File: config.mk
export PLATFORM = sky130hd
export DESIGN_NAME = cmd_path
export DESIGN_NICKNAME = d
export VERILOG_FILES = /design/src/rtl/cmd_path.sv
export SDC_FILE = /design/constraint.sdc
export NUM_CORES = 1
export LEC_CHECK = 0
export CORE_ASPECT_RATIO = 0.7
export CORE_MARGIN = 5
export CORE_UTILIZATION = 59
export CTS_BUF_LIST = sky130_fd_sc_hd__clkbuf_4 sky130_fd_sc_hd__clkbuf_8 sky130_fd_sc_hd__clkbuf_16
export CTS_CLUSTER_DIAMETER = 50
export DETAILED_ROUTE_END_ITERATION = 16
export PLACE_DENSITY = 0.78
export SYNTH_ARGS = -nofsm -noshare
export SYNTH_HDL_FRONTEND = slang
export SYNTH_SLANG_ARGS = --single-unit
File: constraint.sdc
create_clock -name clk -period 2.8 [get_ports clk]
set_input_delay 0.7 -clock clk [delete_from_list [all_inputs] [get_ports clk]]
set_output_delay 0.7 -clock clk [all_outputs]
set_load 0.01 [all_outputs]
File: src/rtl/cmd_path.sv
module cmd_path #(
  parameter int CLK_DIV      = 2,
  parameter int TIMEOUT_CLKS = 64
) (
  input  logic        clk,
  input  logic        rst_n,
  input  logic        wr_en,
  input  logic [2:0]  wr_addr,
  input  logic [31:0] wr_data,
  input  logic [2:0]  rd_addr,
  output logic [31:0] rd_data,
  output logic        cclk,
  output logic        cmd_out,
  output logic        cmd_oe,
  input  logic        cmd_in
);
  localparam int DW = (CLK_DIV > 1) ? $clog2(CLK_DIV) : 1;
  localparam int TW = $clog2(TIMEOUT_CLKS);

  typedef enum logic [1:0] {S_IDLE, S_SEND, S_WAIT, S_RECV} st_t;

  st_t          st;
  logic [DW-1:0] dcnt;
  logic [47:0]  tx;
  logic [5:0]   bcnt;
  logic [TW-1:0] wcnt;
  logic [7:0]   rcnt;
  logic [127:0] sh;
  logic [6:0]   crc;
  logic         want_rsp, want_long;
  logic [31:0]  arg_q;
  logic [10:0]  cmd_q;
  logic [31:0]  rsp [4];
  logic         f_crc, f_to, f_rend, f_sent;

  function automatic logic [6:0] crc_step(input logic [6:0] c, input logic b);
    logic fb;
    fb = c[6] ^ b;
    return {c[5:0], fb} ^ {3'b000, fb, 3'b000};
  endfunction

  function automatic logic [6:0] crc40(input logic [39:0] v);
    logic [6:0] c;
    c = '0;
    for (int i = 39; i >= 0; i--) c = crc_step(c, v[i]);
    return c;
  endfunction

  wire tick      = (dcnt == DW'(CLK_DIV - 1));
  wire fall_tick = tick && cclk;
  wire rise_tick = tick && !cclk;
  wire active    = (st != S_IDLE);
  wire launch    = wr_en && (wr_addr == 3'd1) && wr_data[10] && !active;
  wire [39:0] head = {2'b01, wr_data[5:0], arg_q};
  wire [127:0] nsh = {sh[126:0], cmd_in};
  wire [7:0] last_idx = want_long ? 8'd135 : 8'd47;

  always_ff @(posedge clk or negedge rst_n) begin
    if (!rst_n) begin
      dcnt <= '0;
      cclk <= 1'b0;
    end else if (tick) begin
      dcnt <= '0;
      cclk <= !cclk;
    end else begin
      dcnt <= dcnt + 1'b1;
    end
  end

  always_ff @(posedge clk or negedge rst_n) begin
    if (!rst_n) begin
      arg_q <= '0;
      cmd_q <= '0;
    end else if (wr_en) begin
      if (wr_addr == 3'd0) arg_q <= wr_data;
      if (wr_addr == 3'd1 && !active) cmd_q <= wr_data[10:0];
    end
  end

  always_ff @(posedge clk or negedge rst_n) begin
    if (!rst_n) begin
      st        <= S_IDLE;
      tx        <= '0;
      bcnt      <= '0;
      wcnt      <= '0;
      rcnt      <= '0;
      sh        <= '0;
      crc       <= '0;
      want_rsp  <= 1'b0;
      want_long <= 1'b0;
      cmd_out   <= 1'b1;
      cmd_oe    <= 1'b0;
      f_crc     <= 1'b0;
      f_to      <= 1'b0;
      f_rend    <= 1'b0;
      f_sent    <= 1'b0;
      for (int i = 0; i < 4; i++) rsp[i] <= '0;
    end else begin
      if (wr_en && wr_addr == 3'd3) begin
        if (wr_data[0]) f_crc  <= 1'b0;
        if (wr_data[2]) f_to   <= 1'b0;
        if (wr_data[6]) f_rend <= 1'b0;
        if (wr_data[7]) f_sent <= 1'b0;
      end
      case (st)
        S_IDLE: if (launch) begin
          tx        <= {head, crc40(head), 1'b1};
          bcnt      <= '0;
          want_rsp  <= wr_data[6];
          want_long <= wr_data[6] && wr_data[7];
          st        <= S_SEND;
        end
        S_SEND: if (fall_tick) begin
          if (bcnt < 6'd48) begin
            cmd_oe  <= 1'b1;
            cmd_out <= tx[47];
            tx      <= {tx[46:0], 1'b0};
            bcnt    <= bcnt + 1'b1;
          end else begin
            cmd_oe  <= 1'b0;
            cmd_out <= 1'b1;
            wcnt    <= '0;
            if (want_rsp) st <= S_WAIT;
            else begin
              st     <= S_IDLE;
              f_sent <= 1'b1;
            end
          end
        end
        S_WAIT: if (rise_tick) begin
          if (!cmd_in) begin
            st   <= S_RECV;
            rcnt <= 8'd1;
            crc  <= '0;
            sh   <= nsh;
          end else if (wcnt == TW'(TIMEOUT_CLKS - 1)) begin
            st   <= S_IDLE;
            f_to <= 1'b1;
          end else begin
            wcnt <= wcnt + 1'b1;
          end
        end
        S_RECV: if (rise_tick) begin
          sh   <= nsh;
          rcnt <= rcnt + 1'b1;
          if (rcnt < 8'd40) crc <= crc_step(crc, cmd_in);
          if (rcnt == last_idx) begin
            st <= S_IDLE;
            if (want_long) begin
              rsp[0] <= nsh[127:96];
              rsp[1] <= nsh[95:64];
              rsp[2] <= nsh[63:32];
              rsp[3] <= nsh[31:0];
              f_rend <= 1'b1;
            end else begin
              rsp[0] <= nsh[39:8];
              rsp[1] <= '0;
              rsp[2] <= '0;
              rsp[3] <= '0;
              if (nsh[7:1] == crc) f_rend <= 1'b1;
              else                 f_crc  <= 1'b1;
            end
          end
        end
        default: st <= S_IDLE;
      endcase
    end
  end

  wire [31:0] status = {20'd0, active, 3'd0, f_sent, f_rend, 3'd0, f_to, 1'b0, f_crc};

  always_comb begin
    case (rd_addr)
      3'd0:    rd_data = arg_q;
      3'd1:    rd_data = {21'd0, cmd_q};
      3'd2:    rd_data = status;
      3'd4:    rd_data = rsp[0];
      3'd5:    rd_data = rsp[1];
      3'd6:    rd_data = rsp[2];
      3'd7:    rd_data = rsp[3];
      default: rd_data = '0;
    endcase
  end
endmodule


Yosys cells after proc, flatten, opt, wreduce, memory -nomap -nowiden
Index checks and enable logic that the tools add are counted.
W data, S select, Z words.
{ "word_totals": {"reg_bits": 385, "inputBits": 42, "out_inout_bits": 35, "word_cells": 228} }
{ "classes": {"add_sub_neg": 4, "order_cmp": 2, "eq_ne": 26, "n_mux": 69, "bitwise": 77, "n_reduce_logical": 27} }
{ "op_table": {"columns": ["cell", "count"], "rows": [
  ["$mux W127", 3],
  ["$xor A7 B4 Y7", 37],
  ["$pmux W127 S2", 1],
  ["$pmux W32 S7", 1],
  ["$mux W48", 3],
  ["$mux W128", 1],
  ["$pmux W48 S2", 1],
  ["$mux W6", 8],
  ["$xor A1 B1 Y1", 36],
  ["$mux W8", 4],
  ["$mux W1", 29],
  ["$mux W7", 4],
  ["$pmux W6 S2", 2],
  ["$ne A2 B2 Y1 const B", 11],
  ["$mux W2", 9],
  ["$pmux W8 S2", 1],
  ["$pmux W7 S2", 1],
  ["$add A6 B1 Y6 const B", 2],
  ["$eq A3 B3 Y1 const B", 4],
  ["$add A8 B1 Y8 const B", 1],
  ["$eq A8 B8 Y1", 1],
  ["$logic_and A1 B1 Y1", 8],
  ["$lt A8 B6 Y1 const B", 1],
  ["$pmux W2 S4", 1],
  ["22 further kinds", 35]
]} }

Logic depth before layout (Yosys ltp)
{ "logic_depth": {"depth_word": 75, "mapped_depth": 10, "depth_no_buf": 7} }

Worst setup path before layout
No wires, ideal clock.
{ "synth_path": {"path_type": "input to output", "from": "in rd_addr[0]", "to": "out rd_data[1]", "arrival_time_ps": 2055, "t_required_ps": 2100, "slack_ps": 45, "cell_stages": 5, "n_path_buf": 3, "path_cell_list": "clkbuf_1 > clkbuf_1 > clkbuf_1 > mux2i_1 > o31ai_1"} }
{ "synth_between": {"elab_chain_cells": 2, "word_cells_on_any_way": 8, "classes_between": "6 x eq/ne; 1 x mux; 1 x reduce/logical"} }
{ "synth_rtl": {"columns": ["element", "line", "source"], "rows": [
  ["start: declaration", "10", "input logic [2:0] rd_addr,"],
  ["$eq A3 B3 Y1 (tied with other cells)", "173", "case (rd_addr)"],
  ["$pmux W32 S7 (*)", "173", null],
  ["end: declaration", "11", "output logic [31:0] rd_data,"]
]} }
Mark *: on every way between the ends. The rest lies on a longest branch, timed or not.

Worst setup path in the final report
{ "layout_path": {"from": "in rd_addr[0]", "to": "out rd_data[20]"} }
The elaborated chain is that of the path after synthesis.

==> results.json <==
{
  "status": "finished clean",
  "avgRoutedWirePerCell_um": 20.6,
  "num-fill-cells": 2158,
  "layout-area-overhead-vs-synth_pct": 17.5,
  "worst_setup_path_start_kind": "primary input",
  "finalNetCount": 1726,
  "dr.pass1.iters": 5,
  "fin_setup_tns_ns": 0,
  "fp.coreArea_um2": 29800,
  "ys_warn_count": 0,
  "post_synth_main_area_contributors": "sky130_fd_sc_hd__dfrtp_1 54%, sky130_fd_sc_hd__mux2_2 12%, sky130_fd_sc_hd__nand2_1 6.7%, sky130_fd_sc_hd__o21ai_0 5.7%, sky130_fd_sc_hd__mux2i_1 4.9%",
  "multi_input_comb_area_um2": 7680,
  "finalSetupViolCount": 0,
  "finalWorstPathRequiredPeriod_ns": 2.79,
  "tightest_slew_ns": 0.751,
  "critPathMaxFanout": 12,
  "clk_transition_reported_paths_ns": 0.06,
  "rows": 53,
  "arrival_ns": 2.09,
  "drt_first_iter_violations": 1167,
  "worst_min_path_class": "primary input to asynchronous set/reset pin",
  "timing.hold.ws_ns": 0.111,
  "cts_made_buffers": 36,
  "tritoncts_sinks": 385,
  "seqCellArea_um2": 9640,
  "place.gp.congestion": 0.907,
  "num_io_pins": 77,
  "synthArstFlopShare": 1.00,
  "synth_top_cell_area_share": 0.544,
  "initial_cell_density_of_the_core": 0.593,
  "timing.max_slew.rel_slack": 0.499,
  "clock_tree.buffer_depth": 3,
  "maximum_number_of_pins_on_one_net_before_global_route_repair": 131,
  "yosysSeqAreaShare": 0.546,
  "worst-endpoint-required_ns": 2.10,
  "route.detailed.vias_per_inst": 5.92,
  "unrepaired_setup_endpoints_after_global_routing": "no",
  "finalHoldViolCount": 0,
  "yosys_most_used_dff": "sky130_fd_sc_hd__dfrtp_1",
  "global_route.overflow_total": 0,
  "detailedPlace.worstSlack_ns": -0.703,
  "mappedNetlistArea_um2": 17700,
  "design.die.area_um2": 33500,
  "clock_root_buffer_master": "sky130_fd_sc_hd__clkbuf_16",
  "cap_viol_max_count": 0,
  "portBuffers": 76,
  "place.detailed.hpwl_um": 29900,
  "critical_path_capture_point_type": "output pin",
  "synthCells": 1574,
  "peakVddDrop_uv": 693,
  "fin_total_pwr_mw": 16.0,
  "yosys.area.top_type": "sky130_fd_sc_hd__dfrtp_1",
  "power_per_cell_area_nw_per_um2": 772,
  "chipHeight_um": 155,
  "cts_tree": "built",
  "antenna_found_initial": 0,
  "htreeDepth": 2,
  "synth_seq_cells": 385,
  "detail-route-antenna-nets": 0,
  "yosys.cell_types.count": 52,
  "clkLatencyLatePin_ns": 0.54,
  "fin_crit_sh": 0.998,
  "drive_above_1_share": 0.237,
  "syn_avg_cell_area_um2": 11.2,
  "finalWorstSetupSlack_ns": 0.00620,
  "power.static_leakage_nw": 9.47,
  "antenna_cells": 0,
  "routed_wirelength_um": 43000,
  "max_slew_violation_total_from_the_final_report": 0,
  "postSynthNetCount": 1619,
  "fin_skew_ns": 0.0148,
  "critical_path_class": "primary input to output pin",
  "grtUsageTotal": 0.261,
  "vias_after_detailed_routing": 12371,
  "synth-edff-count": 0,
  "die_w_um": 217,
  "drcViolationCount": 0,
  "grt_pass1_vias": 12318,
  "grt_first_pass_wirelength_um": 69600,
  "fmax_mhz": 358
}
sequential cells by signal, summed over array words and instances (netlist names), 2 cells and up:
register / count
arg_q: 32
bcnt: 6
cmd_q: 11
crc: 7
rcnt: 8
rsp: 128
sh: 127
st: 2
tx: 48
wcnt: 6
layout make-up:
class / count / share of cell area
timing repair buffer: 177 / 0.0839
sequential: 385 / 0.465
clock buffer: 55 / 0.0529
tap: 385 / 0.0232
inverter: 11 / 0.00199
clock inverter: 7 / 0.00338
multi-input combinational: 1070 / 0.370
per-layer routing:
metal / routed length (um) / vias up / part of all wire / track usage
li1: - / 5686 / - / -
met4: 929 / 0 / 0.022 / 0.0696
met1: 20200 / 6257 / 0.47 / 0.402
met2: 19000 / 362 / 0.44 / 0.387
met3: 2910 / 66 / 0.068 / 0.0483
met5: 0 / - / 0 / 0
placed cells by master, fill, tap and decap left out, types with 10 or more instances in the layout:
cell type                         synthesis  final
sky130_fd_sc_hd__nand2_1                315    314
sky130_fd_sc_hd__clkbuf_16                0     37
sky130_fd_sc_hd__a22oi_2                  0     10
sky130_fd_sc_hd__xor2_1                  22     22
sky130_fd_sc_hd__o22ai_1                 15     15
sky130_fd_sc_hd__buf_4                    0     79
sky130_fd_sc_hd__nor2_1                  37     32
sky130_fd_sc_hd__dlygate4sd2_1            0     29
sky130_fd_sc_hd__clkdlybuf4s50_1          0     40
sky130_fd_sc_hd__mux2_2                 193    192
sky130_fd_sc_hd__a22oi_1                 35     25
sky130_fd_sc_hd__a22o_1                  17     17
sky130_fd_sc_hd__clkbuf_4                 0     12
sky130_fd_sc_hd__dfrtp_1                384    383
sky130_fd_sc_hd__mux2i_1                 86     86
sky130_fd_sc_hd__a21oi_1                 14     13
sky130_fd_sc_hd__o21ai_0                200    196
sky130_fd_sc_hd__buf_12                   0     20
sky130_fd_sc_hd__inv_1                   11     10
sky130_fd_sc_hd__xnor2_1                 31     31
stage by stage:
stage	cell area [um2]	utilization	cells
5_1_grt	20800	0.697	2090
6_report	20800	0.697	2090
4_1_cts	20700	0.695	2089
3_3_place_gp	19500	0.654	2024
2_1_floorplan	17700	-	1574
3_5_place_dp	19500	0.654	2024
power by group:
group / leakage, nW / internal [mW] / switching (mW)
Combinational: 3.68 / 2.61 / 2.07
Clock: 0.589 / 2.81 / 2.07
Sequential: 5.21 / 5.99 / 0.483
kinds of logic after synthesis:
logic type	synth area share
multiplexers	0.180
adder cells (fa/ha/maj)	0.00213
AO/OA/AOI/OAI	0.0996
AND/OR/NAND/NOR	0.0938
XOR/XNOR	0.0536
flip-flops	0.546
buffers and inverters	0.0255
worst max-delay path: stages:
cell and delay, ns:
sky130_fd_sc_hd__buf_8 0.12, sky130_fd_sc_hd__buf_12 0.16, sky130_fd_sc_hd__mux2_2 0.38, sky130_fd_sc_hd__a22o_1 0.22
sky130_fd_sc_hd__nand2_1 0.13, sky130_fd_sc_hd__o21ai_0 0.09, sky130_fd_sc_hd__dlygate4sd2_1 0.29
synth_stat cells (3+ instances only):
| cell type | number |
|---|---|
| sky130_fd_sc_hd__mux2i_1 | 86 |
| sky130_fd_sc_hd__xor2_1 | 22 |
| sky130_fd_sc_hd__nand3_1 | 9 |
| sky130_fd_sc_hd__a22oi_1 | 35 |
| sky130_fd_sc_hd__clkbuf_1 | 103 |
| sky130_fd_sc_hd__o22ai_1 | 15 |
| sky130_fd_sc_hd__mux4_2 | 6 |
| sky130_fd_sc_hd__nor4bb_1 | 4 |
| sky130_fd_sc_hd__nor2_1 | 37 |
| sky130_fd_sc_hd__nor3_1 | 4 |
| sky130_fd_sc_hd__nand4_1 | 6 |
| sky130_fd_sc_hd__dfrtp_1 | 384 |
| sky130_fd_sc_hd__xnor3_1 | 9 |
| sky130_fd_sc_hd__xnor2_1 | 31 |
| sky130_fd_sc_hd__and3_1 | 6 |
| sky130_fd_sc_hd__ha_1 | 3 |
| sky130_fd_sc_hd__mux2_2 | 193 |
| sky130_fd_sc_hd__o21ai_0 | 200 |
| sky130_fd_sc_hd__a31oi_1 | 3 |
| sky130_fd_sc_hd__a21oi_1 | 14 |
| sky130_fd_sc_hd__xnor3_2 | 4 |
| sky130_fd_sc_hd__and2_1 | 3 |
| sky130_fd_sc_hd__a22o_1 | 17 |
| sky130_fd_sc_hd__nor2b_1 | 5 |
| sky130_fd_sc_hd__buf_2 | 3 |
| sky130_fd_sc_hd__o31ai_1 | 4 |
| sky130_fd_sc_hd__nand2_1 | 315 |
| sky130_fd_sc_hd__inv_1 | 11 |
| sky130_fd_sc_hd__a211oi_1 | 4 |
| sky130_fd_sc_hd__nand2b_1 | 3 |
| sky130_fd_sc_hd__xor3_1 | 3 |
| sky130_fd_sc_hd__or3_1 | 4 |
repair_timing:
action,CTS,global route
setup endpoints to repair,32,15
gates resized for setup,55,14
hold buffers,0,0
pin swaps,2,0
cloned,0,0
endpoints found under the hold margin,0,0
buffers inserted,3,1
worst paths after layout:
kind | slack [ns] | endpoint | depth (start not counted) | startpoint
min reg2reg | 0.47 | rsp[55] | 2 | rsp[55]
max reg2reg | 0.26 | tx[7] | 7 | arg_q[27]
max | 0.006 | rd_data[20] | 7 | rd_addr[0]
max in group asynchronous | 1.88 | sh[40] | 2 | rst_n
min in group clk | 0.47 | rsp[55] | 2 | rsp[55]
min | 0.11 | sh[53] | 1 | rst_n
No activity file was read; power rests on OpenSTA's default activity.
